<file path="config.mk">
export PLATFORM = sky130hd
export DESIGN_NAME = brom_bus_if
export DESIGN_NICKNAME = d
export VERILOG_FILES = /design/src/rtl/brom_pkg.sv /design/src/rtl/brom_cfg_sel.sv /design/src/rtl/brom_seq.sv /design/src/rtl/brom_addr_gen.sv /design/src/rtl/brom_lane.sv /design/src/rtl/brom_bus_if.sv
export SDC_FILE = /design/constraint.sdc
export NUM_CORES = 1
export LEC_CHECK = 0
export BUFFER_PORTS_ARGS = -buffer_cell sky130_fd_sc_hd__buf_4
export CAP_MARGIN = 20
export CORE_MARGIN = 1
export CORE_UTILIZATION = 51
export CTS_CLUSTER_SIZE = 40
export DETAILED_ROUTE_END_ITERATION = 10
export PLACE_DENSITY = 0.83
export SLEW_MARGIN = 25
export SYNTH_ARGS = -nofsm -noshare
export SYNTH_HDL_FRONTEND = slang
export SYNTH_SLANG_ARGS = --single-unit
</file>
<file path="constraint.sdc">
create_clock -name clk -period 4.32 [get_ports clk]
set_clock_uncertainty 0.2 [all_clocks]
set_input_delay 0.216 -clock clk [delete_from_list [all_inputs] [get_ports clk]]
set_output_delay 0.216 -clock clk [all_outputs]
set_load 0.005 [all_outputs]
</file>
<file path="src/rtl/brom_pkg.sv">
package brom_pkg;

    localparam int NUM_AREAS = 2;
    localparam int DATA_W    = 16;

    typedef struct packed {
        logic       burst_en;
        logic [1:0] blen;
        logic [2:0] bcyc;
        logic       wide;
    } area_cfg_t;

    typedef struct packed {
        logic      area;
        logic      write;
        logic      size;
        logic      burst;
        area_cfg_t cfg;
    } access_t;

    // words allowed in one burst for a length code
    function automatic logic [5:0] blen_words(input logic [1:0] code);
        return 6'd4 << code;
    endfunction

    // next address starts a fresh page
    function automatic logic page_wrap(input logic [5:0] lo,
                                       input logic [1:0] code,
                                       input logic       wide);
        logic [6:0] bytes;
        bytes = {1'b0, blen_words(code)} << wide;
        return (lo & 6'(bytes - 7'd1)) == 6'd0;
    endfunction

endpackage

</file>
<file path="src/rtl/brom_cfg_sel.sv">
module brom_cfg_sel
    import brom_pkg::*;
(
    input  logic [NUM_AREAS-1:0]   cfg_burst_en,
    input  logic [2*NUM_AREAS-1:0] cfg_blen,
    input  logic [3*NUM_AREAS-1:0] cfg_bcyc,
    input  logic [NUM_AREAS-1:0]   cfg_wide,
    input  logic                   area,
    output area_cfg_t              cfg
);
    area_cfg_t table_q [NUM_AREAS];

    for (genvar i = 0; i < NUM_AREAS; i++) begin : g_area
        assign table_q[i].burst_en = cfg_burst_en[i];
        assign table_q[i].blen     = cfg_blen[2*i +: 2];
        assign table_q[i].bcyc     = cfg_bcyc[3*i +: 3];
        assign table_q[i].wide     = cfg_wide[i];
    end

    assign cfg = table_q[area];
endmodule

</file>
<file path="src/rtl/brom_seq.sv">
module brom_seq #(
    parameter int CNT_W = 4
) (
    input  logic             clk,
    input  logic             rst,
    input  logic             start,
    input  logic [CNT_W-1:0] start_cyc,
    input  logic             burst,
    input  logic             cont_req,
    input  logic             wrap,
    input  logic [5:0]       limit,
    input  logic [2:0]       bcyc,
    output logic             active,
    output logic             last,
    output logic             advance
);
    logic [CNT_W-1:0] cnt_q;
    logic [5:0]       words_q;
    logic             more;

    assign last    = active && (cnt_q == CNT_W'(1));
    assign more    = burst && cont_req && !wrap && ((words_q + 6'd1) < limit);
    assign advance = last && more;

    always_ff @(posedge clk) begin
        if (rst) begin
            active  <= 1'b0;
            cnt_q   <= '0;
            words_q <= '0;
        end else if (start) begin
            active  <= 1'b1;
            cnt_q   <= start_cyc;
            words_q <= '0;
        end else if (active) begin
            if (last) begin
                if (more) begin
                    cnt_q   <= CNT_W'(bcyc) + CNT_W'(1);
                    words_q <= words_q + 6'd1;
                end else begin
                    active  <= 1'b0;
                end
            end else begin
                cnt_q <= cnt_q - CNT_W'(1);
            end
        end
    end
endmodule

</file>
<file path="src/rtl/brom_addr_gen.sv">
module brom_addr_gen
    import brom_pkg::*;
#(
    parameter int ADDR_W = 24
) (
    input  logic              clk,
    input  logic              rst,
    input  logic              load,
    input  logic [ADDR_W-1:0] load_addr,
    input  logic              advance,
    input  logic              wide,
    input  logic [1:0]        blen,
    output logic [ADDR_W-1:0] addr,
    output logic              wrap
);
    logic [ADDR_W-1:0] nxt;

    assign nxt  = addr + (wide ? ADDR_W'(2) : ADDR_W'(1));
    assign wrap = page_wrap(nxt[5:0], blen, wide);

    always_ff @(posedge clk) begin
        if (rst)          addr <= '0;
        else if (load)    addr <= load_addr;
        else if (advance) addr <= nxt;
    end
endmodule

</file>
<file path="src/rtl/brom_lane.sv">
module brom_lane
    import brom_pkg::*;
(
    input  logic              clk,
    input  logic              rst,
    input  logic              capture,
    input  logic [DATA_W-1:0] din,
    input  logic              wide,
    input  logic              byte_sel,
    input  logic              odd,
    output logic [DATA_W-1:0] rd_data,
    output logic              rd_valid
);
    logic [DATA_W-1:0] picked;

    always_comb begin
        if (!wide)         picked = {8'h00, din[7:0]};
        else if (byte_sel) picked = odd ? {8'h00, din[7:0]} : {8'h00, din[15:8]};
        else               picked = din;
    end

    always_ff @(posedge clk) begin
        if (rst) begin
            rd_data  <= '0;
            rd_valid <= 1'b0;
        end else begin
            rd_valid <= capture;
            if (capture) rd_data <= picked;
        end
    end
endmodule

</file>
<file path="src/rtl/brom_bus_if.sv">
module brom_bus_if
    import brom_pkg::*;
#(
    parameter int ADDR_W    = 24,
    parameter int INIT_CYC  = 3,
    parameter int BASIC_CYC = 2
) (
    input  logic                   clk,
    input  logic                   rst,
    input  logic                   req_valid,
    input  logic                   req_write,
    input  logic                   req_size,
    input  logic                   req_area,
    input  logic [ADDR_W-1:0]      req_addr,
    input  logic [DATA_W-1:0]      req_wdata,
    input  logic                   req_cont,
    input  logic [NUM_AREAS-1:0]   cfg_burst_en,
    input  logic [2*NUM_AREAS-1:0] cfg_blen,
    input  logic [3*NUM_AREAS-1:0] cfg_bcyc,
    input  logic [NUM_AREAS-1:0]   cfg_wide,
    input  logic [DATA_W-1:0]      ext_din,
    output logic [ADDR_W-1:0]      ext_addr,
    output logic [NUM_AREAS-1:0]   ext_cs_n,
    output logic                   ext_rd_n,
    output logic                   ext_wr_n,
    output logic [DATA_W-1:0]      ext_dout,
    output logic [DATA_W-1:0]      rd_data,
    output logic                   rd_valid,
    output logic                   busy
);
    localparam int MAX_A   = (INIT_CYC > BASIC_CYC) ? INIT_CYC : BASIC_CYC;
    localparam int MAX_CYC = (MAX_A > 8) ? MAX_A : 8;
    localparam int CNT_W   = $clog2(MAX_CYC + 1);

    area_cfg_t         new_cfg;
    access_t           cur_q;
    logic [DATA_W-1:0] wdata_q;
    logic              active, last, advance, wrap, start, new_burst;
    logic [CNT_W-1:0]  start_cyc;

    assign start     = req_valid && !active;
    assign new_burst = new_cfg.burst_en && !req_write;
    assign start_cyc = new_burst ? CNT_W'(INIT_CYC) : CNT_W'(BASIC_CYC);

    brom_cfg_sel u_cfg (
        .cfg_burst_en (cfg_burst_en),
        .cfg_blen     (cfg_blen),
        .cfg_bcyc     (cfg_bcyc),
        .cfg_wide     (cfg_wide),
        .area         (req_area),
        .cfg          (new_cfg)
    );

    always_ff @(posedge clk) begin
        if (rst) begin
            cur_q   <= '0;
            wdata_q <= '0;
        end else if (start) begin
            cur_q   <= '{area: req_area, write: req_write, size: req_size,
                         burst: new_burst, cfg: new_cfg};
            wdata_q <= req_wdata;
        end
    end

    brom_seq #(.CNT_W(CNT_W)) u_seq (
        .clk       (clk),
        .rst       (rst),
        .start     (start),
        .start_cyc (start_cyc),
        .burst     (cur_q.burst),
        .cont_req  (req_cont),
        .wrap      (wrap),
        .limit     (blen_words(cur_q.cfg.blen)),
        .bcyc      (cur_q.cfg.bcyc),
        .active    (active),
        .last      (last),
        .advance   (advance)
    );

    brom_addr_gen #(.ADDR_W(ADDR_W)) u_addr (
        .clk       (clk),
        .rst       (rst),
        .load      (start),
        .load_addr (req_addr),
        .advance   (advance),
        .wide      (cur_q.cfg.wide),
        .blen      (cur_q.cfg.blen),
        .addr      (ext_addr),
        .wrap      (wrap)
    );

    brom_lane u_lane (
        .clk      (clk),
        .rst      (rst),
        .capture  (last && !cur_q.write),
        .din      (ext_din),
        .wide     (cur_q.cfg.wide),
        .byte_sel (!cur_q.size && !cur_q.burst),
        .odd      (ext_addr[0]),
        .rd_data  (rd_data),
        .rd_valid (rd_valid)
    );

    for (genvar i = 0; i < NUM_AREAS; i++) begin : g_cs
        assign ext_cs_n[i] = !(active && (cur_q.area == 1'(i)));
    end

    assign ext_rd_n = !(active && !cur_q.write);
    assign ext_wr_n = !(active && cur_q.write);
    assign ext_dout = wdata_q;
    assign busy     = active;
endmodule

</file>
==> results.txt, run 1 <==
Worst EP required: 4.38 ns
register area share after synthesis: 0.375
slowest stage cell, crit path: dfxtp_1
CTS tree: built
CP arrival: 3.55 ns
Post-CTS Hold Buffers: 51
RePlAce Congestion: 0.877
Critical Path End: u_addr.addr[5]
Skew-Pair Late Insertion Delay: 0.35 ns
chip height: 92.3 um
Reg clk slew, reported paths: 0.08 ns
part of the power in registers: 0.449
vias in the first global route: 4,286
vias: 4,469
Tightest Pin Transition: 0.806 ns
crit-path cells: inv_1 -> ha_1 -> fa_1 -> xor2_1 -> a211oi_4 -> o31ai_4 -> o31ai_4 -> buf_4 -> o31ai_1 -> a311oi_1
NumNets Final: 755
die area: 8520 um^2
Cells after Synth: 501
Resized cells post-CTS: 0
Crit. path cell count: 10
Synth Flop Type: dfxtp_1
largest net degree at the start of global routing: 77
Initial Utilization: 0.533
non-filler cells, final: 774
Post-synth EDFFs: 0
reg2reg path depth: 10
Starting DRT DRC Count: 290
Highest Clock Rate: 287 MHz
CP dominant cell by count: o31ai_4
Placeable Area: 7810 um^2
Avg Vias per Cell: 5.77
HP Class: in2reg
hpwl dp: 8010 um
max cap viols: 0
fin crit period: 3.49 ns
Net Count, Synth: 589
FF+latch count, synth: 78
RSZ-0062 raised after global routing: no
antenna violations before repair: 0
Horiz. Die Dim: 92.3 um
async set or reset register ratio after synthesis: 0
top-level I/O count: 139
all-layer global routing usage: 0.297
YS warnings: 0
total negative slack: 0 ns
first-pass GRT wire length: 20,100 um
Sw Pwr: 526 uW
clk buf depth: 2
status: finished clean
max incr delay on CP: 0.52 ns
antenna-violating nets left: 0
CTS root buf: clkbuf_8
final period utilization: 0.808
Comb power frac: 0.207
First-pass DRT Iterations: 6
clock buffers created by TritonCTS: 9
CP Max Fanout: 17
Net Sw Frac: 0.285
crit path launch: cur_q[0]
Rel. slew slack: 0.459
peak supply drop: 0.256 mV
synth-to-layout area growth: 42.3%
drt total wl: 12,700 um
FF-to-FF Start: cur_q[0]
Synth Cell Area: 4160 um^2
DR DRC count: 0
share of cells above drive strength 1: 0.262
worst slack at placement: 0.847 ns
most common cell after layout, fill and taps aside: buf_4
kind of critical path: reg2reg
Wirelength per Cell: 16.4 um
H-tree depth: 3
gr ovfl total: 0
Synth cell types: 58
CP Capture Type: flop
Power Density: 312 nW/um^2
CP top delay family: compound AO/OA/AOI/OAI gates
# setup viols final: 0
post-CTS setup buffer count: 0
# placed instances: 707
syn_area_per_cell: 8.31 um^2
most frequent cells in the layout: buf_4, dfxtp_1, nand2_1
CTS Sinks: 78
Final Hold Fails: 0
final worst setup slack: 0.830 ns
number of core rows: 32
worst path bufs/invs: 2
leakage: 2.33 nW
RR Endpoint: u_addr.addr[5]
diodes inserted: 0
WHS: 0.00998 ns
clock network power share: 0.344
Slew Viols, Final: 0
R2R Setup Slk: 0.83 ns
Pint: 1.32 mW
Startpoint Class: flop
# port buffers: 138
[stage by stage]
stage               utilization  cell area, um^2  total power [mW]
global route              0.758             5920              1.92
floorplan                     -             4160              1.02
detailed placement        0.664             5180              1.18
finish                    0.758             5920              1.85
global placement          0.664             5180              1.17
CTS                       0.758             5920              1.84
[final cells by class]
class	count	area (um^2)
Clock inverter	6	92.6
Fill cell	512	1890
Sequential cell	78	1560
Tap cell	102	128
Multi-Input combinational cell	374	2380
Timing Repair Buffer	194	1580
Clock buffer	10	138
Inverter	10	37.5
[registers in the layout, summed over array words and instances (netlist names)]
| signal | flops |
|---|---|
| u_seq.cnt_q | 4 |
| u_seq.active | 1 |
| ext_dout | 16 |
| u_seq.words_q | 6 |
| u_lane.rd_valid | 1 |
| u_lane.rd_data | 16 |
| u_addr.addr | 24 |
| cur_q | 10 |
[cell families after synthesis]
| group | count (synthesis) | share of synthesized area |
|---|---|---|
| buffers and inverters | 49 | 0.0550 |
| DFF | 78 | 0.375 |
| AOI/OAI and AO/OA | 123 | 0.215 |
| adders and majority gates | 11 | 0.0349 |
| and+or+nand+nor | 209 | 0.246 |
| xor gates and xnor gates | 11 | 0.0250 |
| muxes | 20 | 0.0487 |
[power by group through the flow]
stage / sequential [mW] / clock, mW / combinational, mW
2_1_floorplan: 0.827 / 0 / 0.196
3_3_place_gp: 0.838 / 0 / 0.330
3_5_place_dp: 0.841 / 0 / 0.338
4_1_cts: 0.826 / 0.639 / 0.377
5_1_grt: 0.836 / 0.670 / 0.417
6_report: 0.828 / 0.635 / 0.383
[synthesized netlist by cell type (4+ instances only)]
cell	number	area, um^2
dfxtp_1	78	1560
nand2_1	65	244
nor2_1	53	199
a21oi_1	39	195
clkbuf_1	26	97.6
nand3_1	23	115
a211oi_1	22	165
mux2i_1	18	180
a311oi_1	16	140
nand2b_1	11	68.8
ha_1	10	125
inv_1	10	37.5
o31ai_1	10	75.1
or3_1	10	62.6
or4_1	9	67.6
nor3_1	8	40.0
xnor2_1	6	52.6
buf_6	5	56.3
nor4_1	5	31.3
o21ai_0	5	25.0
buf_1	4	15.0
nand3b_1	4	30.0
o41ai_1	4	35.0
xor2_1	4	35.0
[routing by layer]
layer	up-vias	GRT usage	part of all wire
met3	46	0.0616	0.054
met1	2075	0.344	0.39
met2	191	0.516	0.51
li1	2157	-	-
met4	0	0.152	0.043
met5	-	0	0
[worst reg2reg max path: cells and delay by family, from the launching register on]
family,cells,cell delay [ns]
AO/OA/AOI/OAI,5,1.31
adder cells (fa/ha/maj),2,0.70
flip-flops,1,0.52
buffers and inverters,2,0.46
XOR/XNOR,1,0.20
[how the worst min path moves through the flow]
stage	start	end	slack, ns	depth (start not counted)
finish	cfg_blen[0]	cur_q[4]	0.01	3
global placement	u_lane.rd_data[9]	u_lane.rd_data[9]	0.24	2
CTS	cfg_blen[0]	cur_q[4]	0.001	3
detailed placement	ext_dout[3]	ext_dout[3]	0.25	2
floorplan	req_wdata[0]	ext_dout[0]	0.15	2
global route	ext_din[0]	u_lane.rd_data[0]	0.02	3
(Power assumes the default switching activity.)
==> run 2, diff against run 1 <==
==> constraint.sdc (replaced) <==
create_clock -name clk -period 3.6 [get_ports clk]
set_clock_uncertainty 0.2 [all_clocks]
set_input_delay 0.18 -clock clk [delete_from_list [all_inputs] [get_ports clk]]
set_output_delay 0.18 -clock clk [all_outputs]
set_load 0.005 [all_outputs]
==> run 2 against run 1 <==
  * Global-route usage rose by 1.6 points
  * Worst setup slack got worse by 0.41 ns
  * Wire length rose by 5.1%
  * Non-clock buffer count rose by 20
  * Sequential share of layout area fell by 0.64 points
  * Final cell count rose by 2.6%
  * Die area did not move
  * Critical path depth did not move
  * Power rose by 15%
  * Sequential cell count did not move
  * Register-to-register slack got worse by 0.41 ns
  * Fmax rose by 9.7%
==> results.txt, run 2 (synthesis results as in run 1) <==
status: finished clean
max cap viols: 0 (unchanged)
Highest Clock Rate: 314 MHz (+9.7%)
first-pass GRT wire length: 21,500 um (+6.8%)
clock buffers created by TritonCTS: 9 (unchanged)
CTS Sinks: 78 (unchanged)
fin crit period: 3.18 ns (-0.308 ns)
met2 WL: 7040 um (+8.3%)
filler instances: 502 (-2.0%)
Initial Utilization: 0.533 (unchanged)
DR DRC count: 0 (unchanged)
chip height: 92.3 um (unchanged)
CP arrival: 3.26 ns (-0.29 ns)
post-route cell area: 6070 um^2 (+2.5%)
CTS root buf: clkbuf_8
CP Capture Type: flop
Tightest Pin Transition: 0.812 ns (+0.00579 ns)
antenna-violating nets left: 0 (unchanged)
NumNets Final: 775 (+2.6%)
final period utilization: 0.884 (+0.0759)
die area: 8520 um^2 (unchanged)
Hold Crit Start: cfg_bcyc[1]
Starting DRT DRC Count: 226 (-22%)
# placed instances: 712 (+0.71%)
drt total wl: 13,300 um (+5.1%)
Wirelength per Cell: 16.8 um (+2.5%)
CP Max Fanout: 28 (+11)
crit-path cells: inv_1 -> ha_1 -> fa_1 -> and3_4 -> xnor2_2 -> o31ai_4 -> o31ai_4 -> buf_4 -> or4_1 -> a311oi_1
HP Class: in2reg
placed cell area: 5220 um^2 (+0.72%)
most frequent cells in the layout: buf_4, dfxtp_1, dlygate4sd3_1
Horiz. Die Dim: 92.3 um (unchanged)
vias: 4,584 (+2.6%)
FF-to-FF Start: cur_q[0]
CTS tree: built
Worst EP required: 3.68 ns (-0.70 ns)
Skew-Pair Late Insertion Delay: 0.36 ns (about the same)
Placeable Area: 7810 um^2 (unchanged)
clk buf depth: 2 (unchanged)
max reg flops: 24 (unchanged)
slowest stage cell, crit path: or4_1
Final Util: 0.777 (+0.0188)
Final Hold Fails: 0 (unchanged)
peak supply drop: 0.330 mV (+29%)
Reg clk slew, reported paths: 0.10 ns (+0.02 ns)
Slew Viols, Final: 0 (unchanged)
First-pass DRT Iterations: 5 (-1)
share of cells above drive strength 1: 0.262 (-0.000344)
CP dominant cell by count: o31ai_4
Power Density: 350 nW/um^2 (+12%)
# setup viols final: 0 (unchanged)
max incr delay on CP: 0.48 ns (-0.04 ns)
Hold Crit Depth: 3 (unchanged)
top-level I/O count: 139 (unchanged)
leakage: 2.40 nW (+2.7%)
Rel. slew slack: 0.455 (-0.00389)
met3 wire length: 760 um (+12%)
H-tree depth: 3 (unchanged)
hpwl dp: 8210 um (+2.5%)
non-filler cells, final: 794 (+2.6%)
largest register by flop count: u_addr.addr
number of core rows: 32 (unchanged)
Startpoint Class: flop
gr ovfl total: 0 (unchanged)
kind of critical path: reg2reg
post-route met1 wirelength: 5280 um (+6.6%)
RSZ-0062 raised after global routing: no
top sig layer: met4
reg2reg path depth: 10 (unchanged)
all-layer global routing usage: 0.314 (+0.0162)
Avg Vias per Cell: 5.77 (about the same)
antenna violations before repair: 0 (unchanged)
vias in the first global route: 4,515 (+5.3%)
# port buffers: 138 (unchanged)
diodes inserted: 0 (unchanged)
largest net degree at the start of global routing: 42 (-45%)
crit path launch: cur_q[0]
synth-to-layout area growth: 45.8%
WHS: 0.0121 ns (+0.00216 ns)
total negative slack: 0 ns (unchanged)
most common cell after layout, fill and taps aside: buf_4
RePlAce Congestion: 0.843 (-3.9%)
run 2: worst max-delay path, delay by kind of cell (launching register included):
family / cells / cell delay (ns)
compound gates: 3 / 0.68
flops: 1 / 0.34
fa+ha+maj: 2 / 0.69
buf+inv: 2 / 0.32
xor+xnor: 1 / 0.16
simple gates: 2 / 0.72
run 2: path summary, 6_finish.rpt:
check | end | slack (ns)
worst min register to register | ext_dout[6] | 0.27
worst max register to register | u_addr.addr[13] | 0.42
worst max-delay path | u_addr.addr[13] | 0.42
worst min-delay path | cur_q[2] | 0.01
run 2: stage by stage:
stage	worst slack [ns]	total power, mW
after floorplan	0.460	1.23
after global placement	0.543	1.41
after detailed placement	0.448	1.42
after CTS	0.424	2.11
after global routing	0.225	2.21
final	0.419	2.12
run 2: per-layer routing:
metal / GRT usage / vias to the layer above
met4: 0.104 / 0
met5: 0 / -
met2: 0.565 / 189
met3: 0.0649 / 26
met1: 0.368 / 2183
li1: - / 2186
run 2: timing repair:
action                                 4_1_cts  5_1_grt
endpoints found under the hold margin       64        0
resized for setup                            0        0
setup buffers                                0        0
hold buffers                                66        0
run 2: final cells by class:
class / instances / area, um^2 / share of cell area
flip-flops and latches: 78 / 1560 / 0.257
clock buffers: 9 / 124 / 0.0204
multi-input cells: 374 / 2380 / 0.392
inverters: 10 / 37.5 / 0.00619
clock inverters: 7 / 65.1 / 0.0107
repair buffers: 214 / 1770 / 0.292
well taps: 102 / 128 / 0.0210
run 2: power by group:
part           internal (mW)  switching [mW]  leakage [nW]
Combinational          0.267           0.226          1.67
Clock                  0.263           0.379        0.0856
Sequential             0.920          0.0679         0.640
